==> config.mk <==
export PLATFORM = sky130hd
export DESIGN_NAME = ns_feature_gate
export DESIGN_NICKNAME = d
export VERILOG_FILES = /design/src/rtl/nsg_pkg.sv /design/src/rtl/nsg_data.sv /design/src/rtl/nsg_ctrl.sv /design/src/rtl/ns_feature_gate.sv
export SDC_FILE = /design/constraint.sdc
export NUM_CORES = 1
export LEC_CHECK = 0
export ABC_AREA = 1
export BUFFER_PORTS_ARGS = -buffer_cell sky130_fd_sc_hd__buf_2
export CORE_AREA = 5 5 58 60
export DETAILED_ROUTE_END_ITERATION = 10
export DIE_AREA = 0 0 63 65
export PLACE_DENSITY = 0.84
export SYNTH_ARGS = -nofsm -noshare
export SYNTH_HDL_FRONTEND = slang
export SYNTH_SLANG_ARGS = --single-unit
export TNS_END_PERCENT = 5
==> constraint.sdc <==
create_clock -name clk -period 0.8 [get_ports clk]
set_input_delay 0 -clock clk [delete_from_list [all_inputs] [get_ports clk]]
set_output_delay 0 -clock clk [all_outputs]
set_load 0.1 [all_outputs]
==> src/rtl/nsg_pkg.sv <==
package nsg_pkg;
  localparam int REG_W      = 32;
  localparam int TRC_BIT    = 20;
  localparam int IMP_LO     = 16;
  localparam int IMP_W      = 3;
  localparam int SIMD_BIT   = 15;
  localparam int CPHI_BIT   = 11;
  localparam int CPLO_BIT   = 10;
  localparam logic [REG_W-1:0] SUBST_VAL = 32'h0000_0C00;
  localparam logic [REG_W-1:0] RSV_MASK  = 32'hFFE8_73FF;

  typedef enum logic [1:0] {
    OUT_DONE     = 2'b00,
    OUT_UNDEF    = 2'b01,
    OUT_TRAP_HYP = 2'b10,
    OUT_TRAP_MON = 2'b11
  } outcome_e;

  typedef struct packed {
    logic wrEn;
    logic useSubst;
  } strobe_t;
endpackage

==> src/rtl/nsg_data.sv <==
module nsg_data
  import nsg_pkg::*;
#(
  parameter bit HAS_FP    = 1'b1,
  parameter bit HAS_TRACE = 1'b1,
  parameter bit FP_RST    = 1'b0
) (
  input  logic             clk,
  input  logic             rstN,
  input  strobe_t          strb,
  input  logic [REG_W-1:0] wrData,
  output logic [REG_W-1:0] storedVal,
  output logic [REG_W-1:0] rdData
);
  logic trcBit, simdBit, cpHiBit, cpLoBit;
  logic [IMP_W-1:0] impQ;
  logic unusedWr;

  assign unusedWr = ^wrData;

  generate
    if (HAS_TRACE) begin : g_trc
      logic trcQ;
      always_ff @(posedge clk or negedge rstN) begin
        if (!rstN) trcQ <= 1'b0;
        else if (strb.wrEn) trcQ <= wrData[TRC_BIT];
      end
      assign trcBit = trcQ;
    end else begin : g_noTrc
      assign trcBit = 1'b0;
    end

    if (HAS_FP) begin : g_fp
      logic simdQ, hiQ, loQ;
      always_ff @(posedge clk or negedge rstN) begin
        if (!rstN) begin
          simdQ <= 1'b0;
          hiQ   <= FP_RST;
          loQ   <= FP_RST;
        end else if (strb.wrEn) begin
          simdQ <= wrData[SIMD_BIT];
          hiQ   <= wrData[CPHI_BIT];
          loQ   <= wrData[CPLO_BIT];
        end
      end
      assign simdBit = simdQ;
      assign cpHiBit = hiQ;
      assign cpLoBit = loQ;
    end else begin : g_noFp
      assign simdBit = 1'b0;
      assign cpHiBit = 1'b0;
      assign cpLoBit = 1'b0;
    end
  endgenerate

  always_ff @(posedge clk or negedge rstN) begin
    if (!rstN) impQ <= '0;
    else if (strb.wrEn) impQ <= wrData[IMP_LO +: IMP_W];
  end

  always_comb begin
    storedVal = '0;
    storedVal[TRC_BIT]          = trcBit;
    storedVal[IMP_LO +: IMP_W]  = impQ;
    storedVal[SIMD_BIT]         = simdBit;
    storedVal[CPHI_BIT]         = cpHiBit;
    storedVal[CPLO_BIT]         = cpLoBit;
  end

  assign rdData = strb.useSubst ? SUBST_VAL : storedVal;
endmodule

==> src/rtl/nsg_ctrl.sv <==
module nsg_ctrl
  import nsg_pkg::*;
#(
  parameter int               SYND_W   = 4,
  parameter logic [SYND_W-1:0] SYND_TAG = 4'h3
) (
  input  logic             reqValid,
  input  logic             reqWrite,
  input  logic [1:0]       reqEl,
  input  logic             secState,
  input  logic             hypEnabled,
  input  logic             hyp64,
  input  logic             hypGroupTrap,
  input  logic             el3Present,
  input  logic             mon64,
  input  logic             monNsBit,
  input  logic             writeLock,
  input  logic             fpOpAttempt,
  input  logic [REG_W-1:0] storedVal,
  output outcome_e         outc,
  output logic [SYND_W-1:0] syndrome,
  output strobe_t          strb,
  output logic             nsFpPairZero,
  output logic             hypFpTrapOne,
  output logic             fpOpUndef,
  output logic             nsSimdDisOne,
  output logic             hypSimdTrapOne,
  output logic             nsTrcDisOne,
  output logic             hypTrcTrapOne
);
  logic lowSubst, subst, unusedSt;

  assign unusedSt = ^storedVal;
  assign lowSubst = !el3Present || (mon64 && monNsBit);

  always_comb begin
    outc  = OUT_DONE;
    subst = 1'b0;
    unique case (reqEl)
      2'd0: outc = OUT_UNDEF;
      2'd1: begin
        if (hypEnabled && hypGroupTrap)                outc = OUT_TRAP_HYP;
        else if (hypEnabled && hyp64 && secState)      outc = OUT_TRAP_HYP;
        else if (el3Present && mon64 && secState)      outc = OUT_TRAP_MON;
        else if (reqWrite)                             outc = OUT_UNDEF;
        else                                           subst = lowSubst;
      end
      2'd2: begin
        if (reqWrite) outc  = OUT_UNDEF;
        else          subst = lowSubst;
      end
      default: begin
        if (reqWrite && writeLock) outc = OUT_UNDEF;
      end
    endcase
  end

  assign strb.wrEn     = reqValid && reqWrite && (outc == OUT_DONE);
  assign strb.useSubst = subst;
  assign syndrome      = outc[1] ? SYND_TAG : '0;

  assign hypFpTrapOne   = !storedVal[CPLO_BIT];
  assign nsFpPairZero   = !secState && !storedVal[CPLO_BIT];
  assign fpOpUndef      = fpOpAttempt && !secState && !storedVal[CPLO_BIT];
  assign hypSimdTrapOne = storedVal[SIMD_BIT];
  assign nsSimdDisOne   = !secState && storedVal[SIMD_BIT];
  assign hypTrcTrapOne  = storedVal[TRC_BIT];
  assign nsTrcDisOne    = !secState && storedVal[TRC_BIT];
endmodule

==> src/rtl/ns_feature_gate.sv <==
module ns_feature_gate
  import nsg_pkg::*;
#(
  parameter bit HAS_FP    = 1'b1,
  parameter bit HAS_TRACE = 1'b1,
  parameter bit FP_RST    = 1'b0,
  parameter int SYND_W    = 4
) (
  input  logic              clk,
  input  logic              rstN,
  input  logic              reqValid,
  input  logic              reqWrite,
  input  logic [1:0]        reqEl,
  input  logic              secState,
  input  logic              hypEnabled,
  input  logic              hyp64,
  input  logic              hypGroupTrap,
  input  logic              el3Present,
  input  logic              mon64,
  input  logic              monNsBit,
  input  logic              writeLock,
  input  logic [31:0]       wrData,
  input  logic              fpOpAttempt,
  output logic [31:0]       rdData,
  output logic [1:0]        outcome,
  output logic [SYND_W-1:0] syndrome,
  output logic              nsFpPairZero,
  output logic              hypFpTrapOne,
  output logic              fpOpUndef,
  output logic              nsSimdDisOne,
  output logic              hypSimdTrapOne,
  output logic              nsTrcDisOne,
  output logic              hypTrcTrapOne
);
  strobe_t          strb;
  outcome_e         outc;
  logic [REG_W-1:0] storedVal;

  nsg_ctrl #(.SYND_W(SYND_W), .SYND_TAG(SYND_W'(3))) u_ctrl (
    .reqValid(reqValid), .reqWrite(reqWrite), .reqEl(reqEl),
    .secState(secState), .hypEnabled(hypEnabled), .hyp64(hyp64),
    .hypGroupTrap(hypGroupTrap), .el3Present(el3Present), .mon64(mon64),
    .monNsBit(monNsBit), .writeLock(writeLock), .fpOpAttempt(fpOpAttempt),
    .storedVal(storedVal), .outc(outc), .syndrome(syndrome), .strb(strb),
    .nsFpPairZero(nsFpPairZero), .hypFpTrapOne(hypFpTrapOne),
    .fpOpUndef(fpOpUndef), .nsSimdDisOne(nsSimdDisOne),
    .hypSimdTrapOne(hypSimdTrapOne), .nsTrcDisOne(nsTrcDisOne),
    .hypTrcTrapOne(hypTrcTrapOne)
  );

  nsg_data #(.HAS_FP(HAS_FP), .HAS_TRACE(HAS_TRACE), .FP_RST(FP_RST)) u_data (
    .clk(clk), .rstN(rstN), .strb(strb), .wrData(wrData),
    .storedVal(storedVal), .rdData(rdData)
  );

  assign outcome = outc;
endmodule

==> out/qor.csv <==
metric;value;unit
Routed WL;2050;um
buffer count from post-CTS setup fixing;0;
number of global-route vias before repair;758;
portion of the post-synthesis area used by sequential elements;22.3;%
fraction of power consumed by the clock network;8.2;%
crit-path max FO;4;
DIE HEIGHT;65;um
final number of setup-violating endpoints;23;
number of library cell types mapped by synthesis;16;
final std cell area, no fill;0.00156;mm^2
share of the clock period used by the worst path after layout;143;%
maximum resistive drop on vdd;1.49;mV
delay of the slowest cell on the worst path;0.44;ns
cell taking the most area after synthesis;sky130_fd_sc_hd__buf_4;
worst path cell trace;clkinvlp_4 -> nand2_8 -> buf_12;
cell types with the largest area share after synthesis;sky130_fd_sc_hd__buf_4 28%, sky130_fd_sc_hd__dfrtp_1 22%, sky130_fd_sc_hd__nand2_1 13%;
number of nets in the layout;218;
Via-to-Cell Ratio;3.90;
deepest level of the CTS H-tree;1;
library cell used as clock root buffer;sky130_fd_sc_hd__clkbuf_4;
CTS Buffer Depth;2;
Antenna Violating Nets Remaining;0;
Comb pwr share;78.0;%
internal power;1.56;mW
worst slack, placed;-0.355;ns
TritonCTS buffer count;3;
largest net degree at the start of global routing;10;
post-synthesis cell area;785;um^2
post-layout utilization of the core;54.3;%
part of the power in registers;13.8;%
switching component of the power;2.35;mW
wire length of the first global-routing pass;3080;um
number of antenna violations at the first check in global routing;0;
register bit count reported by yosys;7;
synthesized instance count;108;
compound-cell area share of the yosys netlist;8.93;%
CTS tree;done;
Final Non-Filler Cells;199;
Yosys Warn Count;0;
leakage component of the power;0.773;nW
overall via count from detail_route;776;
unrepaired setup endpoints after global routing;yes;
required time of the critical path;0.80;ns
WS Path Type;register to output port;
P per Cell Area;2500;mW/mm^2
main combinational cell family by area after synthesis;buffers and inverters;
Worst Path Arrival;1.14;ns
wire length per cell;10.3;um
total cell area at the placement stage;0.00141;mm^2
routability cong.;0.765;
family of cells with the greatest summed delay on the critical path;flip-flops;
result of the run;complete, but fails checks;
ports placed on the boundary;92;
switching share of power;60.1;%
combined global-route utilization of all metal layers;9.39;%
achievable clock frequency;876;MHz
power after layout;3.91;mW
adder-cell share of the synthesized area;6.38;%
Hold Path Class;input pin to async pin;
library cell contributing the largest single delay on the critical path;sky130_fd_sc_hd__dfrtp_2;
number of hold violations in the final report;0;
number of DRC violations after detailed routing;0;
total congestion overflow;0;
minimum setup slack in the final design;-0.341;ns
Initial DRT Pass Iterations;2;
port bufs;39;
Mean Syn Cell Area;7.26;um^2
time the final worst path needs with I/O delays and setup;1.14;ns
area share of and/or/nand/nor cells after synthesis;28.9;%
type of origin of the critical path;register;
standard cell core area;0.00288;mm^2
row cnt;20;
TritonCTS Sinks;7;
number of maximum-capacitance constraint violations;0;
max-slew violations;0;
Crit path buffers/inverters;2;
share of the synthesized netlist area taken by xor and xnor gates;0;%
Detail Placement HPWL;1730;um
violated checks;setup timing;
crit path capture type;output port;
Die ar.;0.00410;mm^2
final clock skew;0;ns
clock transition at the registers of the reported paths;0.05;ns
share of synthesized area spent on multiplexers;0;%
Placed Cells incl. Taps;187;
violation count after the first detailed-routing iteration;17;
ratio of cells with drive above 1 in the final layout;54.8;%
Die Span X;63;um
synth-to-layout area growth;99.0;%
clk_lat worst skew;0.25;ns
initial standard-cell utilization of the core;27.3;%
fraction of post-synthesis cell area in the top cell type by area;27.8;%
antenna diode count;0;
## routing by layer
layer  part of all wire (%)  up-vias  wire length (um)  global-route usage (%)
met3                    9.4        2               193                   0.867
met5                      0        -                 0                       0
met4                    1.1        0                22                    5.57
li1                       -      397                 -                       -
met1                     34      337               694                    9.02
met2                     55       40              1140                    18.8
## synth_stat cells
library cell and n:
sky130_fd_sc_hd__nor3b_1 1, sky130_fd_sc_hd__o21bai_2 1, sky130_fd_sc_hd__nand2_1 27, sky130_fd_sc_hd__nand3_2 3
sky130_fd_sc_hd__nand3_1 8, sky130_fd_sc_hd__a21oi_4 1, sky130_fd_sc_hd__buf_4 29, sky130_fd_sc_hd__conb_1 1
sky130_fd_sc_hd__nand2_4 2, sky130_fd_sc_hd__ha_1 4, sky130_fd_sc_hd__a21boi_0 3, sky130_fd_sc_hd__inv_1 11
sky130_fd_sc_hd__nor2_1 5, sky130_fd_sc_hd__dfrtp_1 7, sky130_fd_sc_hd__a21oi_1 4, sky130_fd_sc_hd__nand2_2 1
## state kept, by name, summed over array words and instances (netlist names)
signal             count
u_data.impQ            3
u_data.cpHiBit         1
u_data.cpLoBit         1
u_data.g_trc.trcQ      1
u_data.g_fp.simdQ      1
## through the flow
stage | hold WS [ns] | setup TNS, ns
global placement | -0.169 | -5.54
detailed placement | -0.164 | -5.87
floorplan | -0.296 | -6.68
global route | 0.158 | -5.83
finish | 0.132 | -4.55
CTS | 0.102 | -4.77
## placed cells by master (no fill, tap or decap), drive strengths merged
cell / count
clkinvlp: 2
o21bai: 1
nand3: 11
nor2: 5
dfrtp: 7
ha: 4
nand2: 30
nor3b: 1
inv: 9
a21boi: 3
clkbuf: 4
conb: 27
dlygate4sd3: 8
a21oi: 5
buf: 49
## layout make-up
| class | count | area (um^2) |
|---|---|---|
| multi-input cells | 87 | 607 |
| repair buffers | 57 | 647 |
| clock buffers | 4 | 26.3 |
| inverters | 11 | 56.3 |
| well taps | 33 | 41.3 |
| flip-flops and latches | 7 | 184 |
| fillers | 241 | 1320 |
## cell families (layout without fill, tap and decap cells)
group / count (synthesis) / after routing
adder cells (fa/ha/maj): 4 / 4
buffers and inverters: 40 / 72
AO/OA/AOI/OAI: 9 / 9
other: 1 / 27
AND/OR/NAND/NOR: 47 / 47
flip-flops: 7 / 7
## power by group through the flow
stage / Combinational, mW / Sequential [mW] / Clock (mW)
2_1_floorplan: 2.06 / 0.683 / 0
3_3_place_gp: 2.98 / 0.530 / 0
3_5_place_dp: 2.99 / 0.537 / 0
4_1_cts: 3.05 / 0.541 / 0.329
5_1_grt: 3.13 / 0.552 / 0.342
6_report: 3.05 / 0.541 / 0.320
## worst paths after layout
kind / from / to / slack, ns / depth (start not counted)
setup / recovery: u_data.cpLoBit / rdData[10] / -0.34 / 3
hold / removal: rstN / u_data.g_fp.simdQ / 0.13 / 2
setup reg to reg: u_data.g_fp.simdQ / u_data.g_fp.simdQ / 0.06 / 2
hold reg to reg: u_data.impQ[0] / u_data.impQ[0] / 0.48 / 2
max in group asynchronous: rstN / u_data.g_trc.trcQ / 0.50 / 2
min in group clk: reqValid / u_data.g_trc.trcQ / 0.18 / 5
## timing repair
item | 4_1_cts | 5_1_grt
resized for setup | 13 | 3
endpoints found under the setup margin | 25 | 25
endpoints found under the hold margin | 14 | 0
pin swaps | 8 | 1
hold buffers | 8 | 0
Power figures use the tool's default switching activity.
